--- src/rtl/sbc_pkg.sv ---
package sbc_pkg;

    localparam int unsigned DATA_W    = 8;
    localparam int unsigned IMM_W     = 6;
    localparam int unsigned PAIR_W    = 2;
    localparam int unsigned REG_IDX_W = 5;
    localparam int unsigned PAIR_BASE = 24;

    typedef enum logic [1:0] {
        OP_SUB_REG = 2'd0,
        OP_SUB_IMM = 2'd1,
        OP_CMP     = 2'd2,
        OP_SUB_WRD = 2'd3
    } sub_op_e;

    typedef struct packed {
        logic c;
        logic z;
        logic n;
        logic v;
        logic s;
        logic h;
    } flags_t;

    function automatic logic is_byte_form(sub_op_e op);
        return op != OP_SUB_WRD;
    endfunction

    function automatic logic writes_back(sub_op_e op);
        return op != OP_CMP;
    endfunction

endpackage

--- src/rtl/sbc_byte_path.sv ---
module sbc_byte_path
    import sbc_pkg::*;
#(
    parameter int unsigned W = 8
) (
    input  logic [W-1:0] d,
    input  logic [W-1:0] r,
    input  logic         cin,
    input  logic         zin,
    output logic [W-1:0] res,
    output flags_t       fl
);
    localparam int unsigned MSB = W - 1;
    localparam int unsigned HB  = W / 2 - 1;

    logic dm, rm, qm, dh, rh, qh;

    always_comb begin
        res = d - r - {{(W-1){1'b0}}, cin};
        dm = d[MSB];
        rm = r[MSB];
        qm = res[MSB];
        dh = d[HB];
        rh = r[HB];
        qh = res[HB];
        fl.c = (~dm & rm) | (rm & qm) | (qm & ~dm);
        fl.h = (~dh & rh) | (rh & qh) | (qh & ~dh);
        fl.v = (dm & ~rm & ~qm) | (~dm & rm & qm);
        fl.n = qm;
        fl.s = qm ^ fl.v;
        fl.z = (res == '0) ? zin : 1'b0;
    end

    always_comb begin
        if (!cin && r == '0)
            assert_no_borrow_on_zero_R3: assert (!fl.c && !fl.h && res == d)
                else $error("subtracting zero produced a borrow");
    end
endmodule

--- src/rtl/sbc_word_path.sv ---
module sbc_word_path
    import sbc_pkg::*;
#(
    parameter int unsigned W  = 8,
    parameter int unsigned IW = 6
) (
    input  logic [W-1:0]   lo,
    input  logic [W-1:0]   hi,
    input  logic [IW-1:0]  imm,
    output logic [2*W-1:0] res,
    output flags_t         fl
);
    localparam int unsigned WW  = 2 * W;
    localparam int unsigned TOP = WW - 1;

    logic hm, qm;

    always_comb begin
        res = {hi, lo} - {{(WW-IW){1'b0}}, imm};
        hm = hi[W-1];
        qm = res[TOP];
        fl.v = ~qm & hm;
        fl.c = qm & ~hm;
        fl.n = qm;
        fl.s = qm ^ fl.v;
        fl.z = (res == '0);
        fl.h = 1'b0;
    end

    always_comb begin
        assert_word_flags_exclusive_R8: assert (!(fl.c && fl.v))
            else $error("word borrow and overflow both set");
    end
endmodule

--- src/rtl/sbc_pair_index.sv ---
module sbc_pair_index #(
    parameter int unsigned PW   = 2,
    parameter int unsigned IDXW = 5,
    parameter int unsigned BASE = 24
) (
    input  logic [PW-1:0]   sel,
    output logic [IDXW-1:0] idx
);
    localparam logic [IDXW-1:0] BASE_V = IDXW'(BASE);

    always_comb begin
        idx = BASE_V + {{(IDXW-PW-1){1'b0}}, sel, 1'b0};
    end
endmodule

--- src/rtl/sbc_flag_unit.sv ---
module sbc_flag_unit
    import sbc_pkg::*;
(
    input  logic [1:0] op_sel,
    input  logic [7:0] opd_lo,
    input  logic [7:0] opd_hi,
    input  logic [7:0] src_reg,
    input  logic [7:0] src_imm,
    input  logic [1:0] pair_sel,
    input  logic       carry_in,
    input  logic       zero_in,
    output logic [7:0] res_lo,
    output logic [7:0] res_hi,
    output logic       wr_en,
    output logic       wr_word,
    output logic [4:0] pair_idx,
    output logic       flag_c,
    output logic       flag_z,
    output logic       flag_n,
    output logic       flag_v,
    output logic       flag_s,
    output logic       flag_h,
    output logic       h_upd
);
    localparam int unsigned WW = 2 * DATA_W;

    sub_op_e           op;
    logic [DATA_W-1:0] byte_src;
    logic [DATA_W-1:0] byte_res;
    logic [WW-1:0]     word_res;
    flags_t            byte_fl, word_fl, sel_fl;

    assign op = sub_op_e'(op_sel);

    always_comb begin
        byte_src = (op == OP_SUB_IMM) ? src_imm : src_reg;
    end

    sbc_byte_path #(.W(DATA_W)) byte_i (
        .d   (opd_lo),
        .r   (byte_src),
        .cin (carry_in),
        .zin (zero_in),
        .res (byte_res),
        .fl  (byte_fl)
    );

    sbc_word_path #(.W(DATA_W), .IW(IMM_W)) word_i (
        .lo  (opd_lo),
        .hi  (opd_hi),
        .imm (src_imm[IMM_W-1:0]),
        .res (word_res),
        .fl  (word_fl)
    );

    sbc_pair_index #(.PW(PAIR_W), .IDXW(REG_IDX_W), .BASE(PAIR_BASE)) pidx_i (
        .sel (pair_sel),
        .idx (pair_idx)
    );

    always_comb begin
        if (is_byte_form(op)) begin
            sel_fl  = byte_fl;
            res_lo  = byte_res;
            res_hi  = '0;
            wr_word = 1'b0;
            h_upd   = 1'b1;
        end else begin
            sel_fl  = word_fl;
            res_lo  = word_res[DATA_W-1:0];
            res_hi  = word_res[WW-1:DATA_W];
            wr_word = 1'b1;
            h_upd   = 1'b0;
        end
        wr_en  = writes_back(op);
        flag_c = sel_fl.c;
        flag_z = sel_fl.z;
        flag_n = sel_fl.n;
        flag_v = sel_fl.v;
        flag_s = sel_fl.s;
        flag_h = sel_fl.h;
    end

    always_comb begin
        if (op != OP_SUB_WRD && !zero_in)
            assert_zero_sticky_R5: assert (!flag_z)
                else $error("zero flag raised by a carry form");
        if (op == OP_CMP)
            assert_compare_no_write_R6: assert (!wr_en && !wr_word)
                else $error("compare requested a write");
        assert_sign_rule_R4: assert (flag_s == (flag_n ^ flag_v))
            else $error("sign flag inconsistent");
        if (op == OP_SUB_WRD)
            assert_pair_window_R9: assert (!pair_idx[0] && pair_idx >= 5'(PAIR_BASE) && !h_upd)
                else $error("pair index outside window");
    end
endmodule

--- config.mk ---
export PLATFORM = sky130hd
export DESIGN_NAME = sbc_flag_unit
export DESIGN_NICKNAME = d
export VERILOG_FILES = /design/src/rtl/sbc_pkg.sv /design/src/rtl/sbc_byte_path.sv /design/src/rtl/sbc_word_path.sv /design/src/rtl/sbc_pair_index.sv /design/src/rtl/sbc_flag_unit.sv
export SDC_FILE = /design/constraint.sdc
export NUM_CORES = 1
export LEC_CHECK = 0
export ABC_AREA = 1
export ABC_CLOCK_PERIOD_IN_PS = 12000
export BUFFER_PORTS_ARGS = -buffer_cell sky130_fd_sc_hd__buf_2
export CORE_ASPECT_RATIO = 0.7
export CORE_MARGIN = 2
export CORE_UTILIZATION = 35
export DETAILED_ROUTE_END_ITERATION = 16
export PLACE_DENSITY_LB_ADDON = 0.15
export SETUP_SLACK_MARGIN = 0.4
export SYNTH_ARGS = -nofsm -noshare
export SYNTH_HDL_FRONTEND = slang
export SYNTH_SLANG_ARGS = --single-unit
export TNS_END_PERCENT = 30
--- constraint.sdc ---
create_clock -name vclk -period 12
set_input_delay 2.4 -clock vclk [all_inputs]
set_output_delay 2.4 -clock vclk [all_outputs]
set_load 0.02 [all_outputs]
==> metrics.cfg <==
[run_status]
status=complete, no violations

[critical_path]
startpoint_type=primary input
worst_path_dominant_cell_family=simple AND/OR/NAND/NOR gates
worstSetupPathType=primary input to output pin
slowest_delay_ns=0.46
crit_path_end_kind=output pin
cp_max_fo=14
crit_slowest_cell=fa_1
path_buf_inv=6
arrival_ns=5.43
critPathRequiredTime_ns=9.60
crit_chain=buf_2, inv_1, or2_1, mux2i_1, fa_1, inv_1, ha_1, inv_1, nand2_1, inv_1, fa_1, nand2_1, nand2_1, nand2_1, nand2_1, nand2_1, nand2_1, nor2_1, nand3_1, nor2_1, o21bai_1, buf_2
crit_top_cell=nand2_1

[layout]
drive_gt1_frac=0.228
final_util=0.433
fillCellCount=555
regArea_um2=0
area.growth.synth_to_final_pct=19.9
nFlopsAndLatches=0
design_area_mm2=0.00206
clock_buffers=0
antennaDiodeCount=0
nets=449

[power]
leakage_nw=1.29
ir_worst_vdd_v=0.0000196
powerDensity_mw_per_mm2=63.8

[place]
dpl-instance-area_mm2=0.00206
place_ws_ns=4.15
hpwlAfterDp_mm=4.16
portBuffers=61
gp_congestion=0.877

[clocking]
cts_hold_buf=0
cts_setup_buffers=0
cts_resized=0

[timing]
period_needed_ns=7.83
layout_setup_ws_ns=4.17
rsz0062_at_grt=no
clock.fmax_ghz=0.128
post-route-period-util=0.653
setup_viol_count_final=0
tightest_slew_ns=0.789
tns_ns=0
final_hold_viol_count=0
slew_violations=0
slew_headroom=0.473

[yosys]
syn_area_mm2=0.00172
synth_area_per_cell_um2=5.22
syn_inst=329
synth_warnings=0
yosysSeqAreaShare=0
ys_types=31

[floorplan]
pin_count=68
row_count=21
initial_core_util=0.361
die_w_um=87.7
die_y_um=62.6
core_area_mm2=0.00476
dieArea_mm2=0.00549

[global_route]
grt-ovfl-total=0
grt_max_degree=26
grt_use_total=0.172
grt_pass1_wl_mm=7.86
first_global_vias=1752
grt_antenna_before_repair=0

[drt]
vias=2031
drt-wirelength-per-cell_um=10.3
vias_per_cell=4.50
drcViolationCount=0
routed_wl_mm=4.66
dr.pass1.iters=4
drt_iter0_drc=108
drtAntennaViolNets=0

[hold_path]
hp-start=pair_sel[0]
holdPathStages=0
worstHoldEndpoint=pair_idx[1]
holdCritPathClass=primary input to output pin

[flow_run]
maxCapViolations=0

-- Yosys cell counts (3+ instances only) --
master    number  share of area
a21oi_1        8          0.023
and2_1         3          0.011
buf_4          5          0.022
clkbuf_1       3         0.0066
fa_1           3          0.035
ha_1          24           0.17
inv_1         59           0.13
inv_2         10          0.022
nand2_1      101           0.22
nand2_2        6          0.022
nand3_1       23          0.067
nand4_1        9          0.033
nor2_1        34          0.074
nor2_2         3          0.011
o21ai_0       15          0.044
-- cell families after synthesis --
kind of cell / Yosys count / share of synthesized area
compound gates: 28 / 0.0889
xor+xnor: 5 / 0.0299
fa+ha+maj: 27 / 0.210
buf+inv: 78 / 0.182
mux: 2 / 0.0124
other cells: 2 / 0.00437
simple gates: 187 / 0.472
-- stage by stage --
| stage | total power [W] | cells | hold WS (ns) |
|---|---|---|---|
| floorplan | 0.0000959 | 330 | 4.91 |
| global placement | 0.000131 | 451 | 4.80 |
| detailed placement | 0.000132 | 451 | 4.80 |
| CTS | 0.000132 | 451 | 4.80 |
| global route | 0.000151 | 451 | 4.80 |
| finish | 0.000131 | 451 | 4.80 |
-- power by group --
part           switching (W)  internal (W)  leakage, nW  total (W)
Clock                      0             0            0          0
Combinational      0.0000848     0.0000465         1.29   0.000131
Sequential                 0             0            0          0
-- placed cells by master, fill, tap and decap left out, types with 2 or more instances in the layout --
master / count
a21oi_1: 8
a21oi_2: 2
and2_1: 3
buf_2: 61
conb_1: 3
fa_1: 3
ha_1: 24
inv_1: 59
inv_2: 10
nand2_1: 101
nand2_2: 6
nand3_1: 23
nand3_2: 2
nand3b_1: 2
nand4_1: 9
nor2_1: 34
nor2_2: 3
nor3_1: 2
o21ai_0: 15
xnor2_1: 2
xor2_1: 2
-- area by class of cell --
class / count / area (um2) / share of cell area
inverter: 69 / 259 / 0.126
multi-input combinational: 252 / 1410 / 0.684
tap: 69 / 86.3 / 0.0419
timing repair buffer: 61 / 305 / 0.148
-- per-layer routing --
metal / track usage / share of wire
met1: 0.289 / 0.55
met2: 0.249 / 0.37
met3: 0.00793 / 0.075
met4: 0.00192 / 0
met5: 0 / 0
-- worst max path at each step --
stage	startpoint	endpoint	slack (ns)	depth (start not counted)
global placement	op_sel[0]	flag_z	4.22	21
floorplan	op_sel[0]	flag_z	4.64	20
CTS	op_sel[0]	flag_z	4.14	22
global route	op_sel[0]	flag_z	3.80	22
finish	op_sel[0]	flag_z	4.17	22
detailed placement	op_sel[0]	flag_z	4.15	22
Power figures use the tool's default switching activity.
